==> src/rtl/pg_hyst_mon.sv <==
module pg_hyst_mon #(
  parameter int MV_W     = 16,
  parameter int RISE_PCT = 96,
  parameter int FALL_PCT = 93,
  parameter int HOLD_MS  = 50
) (
  input  logic            clk,
  input  logic            rst_n,
  input  logic            ms_tick,
  input  logic            rail_en,
  input  logic            force_low,
  input  logic [MV_W-1:0] meas_mv,
  input  logic [MV_W-1:0] target_mv,
  output logic            pg_pd_n
);
  localparam int PW = MV_W + 7;
  localparam int HW = $clog2(HOLD_MS + 1);

  logic [PW-1:0] meas_scaled, rise_lvl, fall_lvl;
  logic          above, below, kill, drop, hold_done;
  logic [HW-1:0] hold_cnt;
  logic          good;

  assign meas_scaled = PW'(meas_mv) * PW'(100);
  assign rise_lvl    = PW'(target_mv) * PW'(RISE_PCT);
  assign fall_lvl    = PW'(target_mv) * PW'(FALL_PCT);
  assign above       = meas_scaled >= rise_lvl;
  assign below       = meas_scaled <  fall_lvl;
  assign kill        = !rail_en || force_low || below;
  assign drop        = good && kill;
  assign hold_done   = hold_cnt == '0;
  assign pg_pd_n     = good;

  always_ff @(posedge clk or negedge rst_n) begin
    if (!rst_n) begin
      good     <= 1'b0;
      hold_cnt <= HW'(HOLD_MS);
    end else begin
      if (kill)
        good <= 1'b0;
      else if (above && hold_done)
        good <= 1'b1;

      if (drop)
        hold_cnt <= HW'(HOLD_MS);
      else if (ms_tick && !hold_done)
        hold_cnt <= hold_cnt - HW'(1);
    end
  end

  p_disable_low_r5: assert property (@(posedge clk) disable iff (!rst_n)
    !rail_en |=> !pg_pd_n);
  p_force_low_r6: assert property (@(posedge clk) disable iff (!rst_n)
    force_low |=> !pg_pd_n);
  p_fall_thresh_r3: assert property (@(posedge clk) disable iff (!rst_n)
    below |=> !pg_pd_n);
  p_rise_needs_level_r2: assert property (@(posedge clk) disable iff (!rst_n)
    $rose(pg_pd_n) |-> $past(above));
  p_rise_after_hold_r7: assert property (@(posedge clk) disable iff (!rst_n)
    $rose(pg_pd_n) |-> $past(hold_cnt) == '0);
  p_hold_keeps_r4: assert property (@(posedge clk) disable iff (!rst_n)
    (rail_en && !force_low && !above && !below) |=> pg_pd_n == $past(pg_pd_n));
  p_release_r9: assert property (@(posedge clk) disable iff (!rst_n)
    (rail_en && !force_low && above && hold_cnt == '0) |=> pg_pd_n);
  p_reset_low_r1: assert property (@(posedge clk)
    !rst_n |-> !pg_pd_n);
endmodule

==> config.mk <==
export PLATFORM = sky130hd
export DESIGN_NAME = pg_hyst_mon
export DESIGN_NICKNAME = d
export VERILOG_FILES = /design/src/rtl/pg_hyst_mon.sv
export SDC_FILE = /design/constraint.sdc
export NUM_CORES = 1
export LEC_CHECK = 0
export ABC_AREA = 1
export BUFFER_PORTS_ARGS = -buffer_cell sky130_fd_sc_hd__buf_4
export CORE_MARGIN = 3
export CORE_UTILIZATION = 65
export DETAILED_ROUTE_END_ITERATION = 6
export PLACE_DENSITY = 0.84
export RECOVER_POWER = 50
export SKIP_LAST_GASP = 1
export SYNTH_ARGS = -nofsm -noshare
export SYNTH_HDL_FRONTEND = slang
export SYNTH_SLANG_ARGS = --single-unit
==> constraint.sdc <==
create_clock -name clk -period 1.6 [get_ports clk]
set_input_delay 0.16 -clock clk [delete_from_list [all_inputs] [get_ports clk]]
set_output_delay 0.16 -clock clk [all_outputs]
set_load 0.005 [all_outputs]
==> results of run 1 <==
[metal layers]
layer,GRT usage [%],overflow
met5,11.4,0
met4,98.7,148
met3,60.0,1
met2,118,529
met1,79.3,2
[metrics by stage]
| step | hold slack, ns | setup WS, ns | util, % | cells |
|---|---|---|---|---|
| after detailed placement | -0.0251 | -3.10 | 90.1 | 1236 |
| after floorplan | -0.136 | -2.41 | - | 898 |
| after global placement | -0.0286 | -2.88 | 90.1 | 1236 |
| after CTS | 0.278 | -2.61 | 94.9 | 1251 |
[logic make-up after synthesis]
kind of cell | synth area share (%)
adders and majority gates | 47.9
DFF | 2.84
buffers and inverters | 13.9
and+or+nand+nor | 20.5
xor gates and xnor gates | 5.83
AOI/OAI and AO/OA | 8.99
[timing repair]
action | CTS
setup buffers | 10
endpoints found under the hold margin | 7
endpoints found under the setup margin | 7
hold buffers | 1
pin swaps | 50
gates resized for setup | 75
==> run metrics, run 1 <==
run status stopped before the end; Stop stage 5_1_grt; Run Error [ERROR GRT-0232] Routing congestion too high. Check the congestion heatmap in the GUI.; ranking of synthesized cells by area ha_1, fa_1, inv_1; #FFs+latches synth 7; cell taking the most area after synthesis ha_1; Post-Syn Area between 6000 and 7000 µm²; critical endpoint after global-route timing repair hold_cnt[1]$_DFFE_PN1P_/D; io pins 38; top-count cell post-synth inv_1; Synth top area share between 30% and 40%; Num CTS Buffers 3; yosys warns 0; Worst endpoint type register data pin; clk buf depth 2; # rows 35; clock root cell clkbuf_8; Synth top cells by count inv_1, nand2_1, ha_1, a21oi_1, nor2_1; Post-synth EDFFs 0; clk sinks 7; hpwl dp 18.0 mm; syn nets 1146; routability cong. ~0.99; DIE HEIGHT between 100 and 150 µm; Async SR Flop Fraction 100%; Chip Width ~100 µm; Primary FF master, synth dfrtp_1; initial core utilization 67.6%; Cells after Synth about 900; H-tree depth 1; sequential share of the synthesized area 2.84%; port bufs 37; Synth cell types 34; Syn Area/Cell approximately 7.0 µm²; Placed Area about 8400 µm²; pin count of the biggest net entering global routing 8; grt ovf 680; GR Util All Layers approximately 87%
==> run 2, diff against run 1 <==
CORE_UTILIZATION = 40   (was 65)
PLACE_DENSITY = default   (was 0.84)
PLACE_DENSITY_LB_ADDON = 0.15   (was default)
==> run 2 against run 1 <==
Against the previous run: the flow now finishes, with violations (negative setup slack); area after synthesis unchanged; synthesized cell count unchanged.
==> run metrics, run 2 <==
clk buf depth 2 (unchanged); initial antenna violation count 0; Worst Skew 0.00262 ns; critical path buffer and inverter count 7; Worst-Skew Late Latency about 0.23 ns; most flop-heavy register hold_cnt; Cells after Synth 898 (unchanged); number of vias per cell roughly 4.6; run status finished with violations (was stopped before the end); die area ~17000 µm²; Max Fclk between 200 and 250 MHz; vias in the first global route just under 6000; port bufs 37 (unchanged); Power Dens Cells roughly 1500 nW/µm²; # rows 45 (was 35); Setup-failing EPs final 7; DIE HEIGHT 132 µm (was 105 µm); most common cell after layout, fill and taps aside buf_4; max reg flops 6; Synth top cells by count inv_1, nand2_1, ha_1, a21oi_1, nor2_1 (unchanged); Tmin final 4.43 ns; max cap viols 0; Slew Limit Fails 0; crit-path max FO 5; Synth cell types 34 (unchanged); io pins 38 (unchanged); Post-Syn Area 6310 µm² (unchanged); H-tree depth 1 (unchanged); Num CTS Buffers 3 (unchanged); routability cong. 0.887 (was 0.988); Crit. End Element register; CP startpoint kind primary input; Slew @ Worst Pin ~0.35 ns; Iteration-0 DRC Markers ~250; Vias between 6000 and 7000; drc violations 0; Syn Area/Cell 7.02 µm² (unchanged); antenna-violating nets left 0; Hold Fails Final Rpt 0; clk sinks 7 (unchanged); Final #Nets between 1000 and 1500; Crit path largest cell delay slightly above 0.5 ns; yosys warns 0 (unchanged); Worst path slowest cell fa_1; Primary FF master, synth dfrtp_1 (unchanged); initial core utilization 41.2% (was 67.6%); Placed Area 8600 µm² (was 8400 µm²); top-count cell post-synth inv_1 (unchanged); #FFs+latches synth 7 (unchanged); Finished Cell Area 8990 µm²; Top Family by Delay on Critical Path adder cells; Area Overhead vs Synth 42.5%; Async SR Flop Fraction 100% (unchanged); diodes inserted 0; hold path startpoint force_low; Setup CP Type in2reg; RR Startpoint hold_cnt[1]; hpwl dp 14.8 mm (was 18.0 mm); CP arrival roughly 4.6 ns; Leak between 5 and 6 nW; ranking of synthesized cells by area ha_1, fa_1, inv_1 (unchanged); RSZ-0062 raised after global routing yes; Synth top area share 31.7% (unchanged); final wirelength about 16 mm; first-pass GRT wire length between 20 and 30 mm; HP Class in2reg; Post-synth EDFFs 0 (unchanged); Rel. slew slack about three quarters; Reg clk slew, reported paths 0.04 ns; GR Util All Layers between 10% and 20%; failing checks negative setup slack; Critical path origin target_mv[5]; cell taking the most area after synthesis ha_1 (unchanged); final setup margin -2.83 ns; grt ovf 0; syn nets 1146 (unchanged); Chip Width 132 µm (was 105 µm); final core occ 58.7%; sequential share of the synthesized area 2.84% (unchanged); Avg WL per Cell between 10 and 15 µm; pin count of the biggest net entering global routing 8; maximum VDD drop a little under 0.8 mV; first-pass iteration count of the detailed router 5; layout cells sized above 1 approximately a third; crit share post-route 277%; most frequent cells in the layout buf_4, inv_1, nand2_1; Critical Path RT 1.76 ns; CTS tree built; Core ar. between 15000 and 20000 µm²; clock root cell clkbuf_16 (was clkbuf_8)
run 2: kinds of logic after synthesis:
| family | count (synthesis) | share of synthesized area (%) |
|---|---|---|
| xor gates and xnor gates | 42 | 5.83 |
| buffers and inverters | 234 | 13.9 |
| AOI/OAI and AO/OA | 98 | 8.99 |
| and+or+nand+nor | 306 | 20.5 |
| adders and majority gates | 211 | 47.9 |
| DFF | 7 | 2.84 |
run 2: layer usage:
metal	wire length (µm)	share of wire, %	vias to the layer above	global-route usage, %
li1	-	-	3294	-
met1	8340	51	2776	27.2
met2	7610	47	73	31.7
met3	281	1.7	6	0.459
met4	42	0.26	0	1.23
met5	0	0	-	0
run 2: worst paths after layout:
check / endpoint / slack, ns / cells past startpoint
setup / recovery: hold_cnt[1] / -2.83 / 27
hold / removal: pg_pd_n / 0.26 / 4
setup reg to reg: hold_cnt[4] / 0.03 / 8
hold reg to reg: hold_cnt[0] / 0.57 / 2
max in group asynchronous: hold_cnt[5] / 0.95 / 2
min in group asynchronous: pg_pd_n / 0.35 / 2
run 2: report_power, final:
group	switching (mW)	internal, mW	total, mW
registers	0.0691	0.287	0.356
clock network	0.0933	0.331	0.425
logic	6.71	6.33	13.0
run 2: what timing repair did:
item	in CTS	in global routing
pin swaps	21	35
endpoints found under the hold margin	7	0
resized for setup	26	34
buffers inserted	5	4
hold buffers	1	0
setup endpoints to repair	7	7
gates cloned	0	0
run 2: final cells by class:
cell class	count	area [µm²]
flip-flops and latches	7	179
multi-input cells	657	5820
inverters	234	881
well taps	211	264
fillers	1479	6320
clock buffers	4	78.8
repair buffers	232	1770
run 2: per-stage QoR:
stage / setup slack, ns / hold WS [ns] / power (mW) / setup TNS [ns] / cells
global placement: -3.17 / -0.0274 / 12.2 / -22.14 / 1331
floorplan: -2.41 / -0.136 / 8.03 / -16.78 / 898
global route: -2.98 / 0.283 / 15.5 / -20.71 / 1345
finish: -2.83 / 0.261 / 13.8 / -19.66 / 1345
CTS: -2.81 / 0.266 / 13.2 / -19.61 / 1341
detailed placement: -3.21 / -0.0273 / 12.4 / -22.37 / 1331
run 2: tightest hold or removal path, cell delays in order:
cell and delay, ns:
buf_4 0.07, nor2_1 0.06, nand2_4 0.10, a21oi_1 0.05
Power figures use the tool's default switching activity.
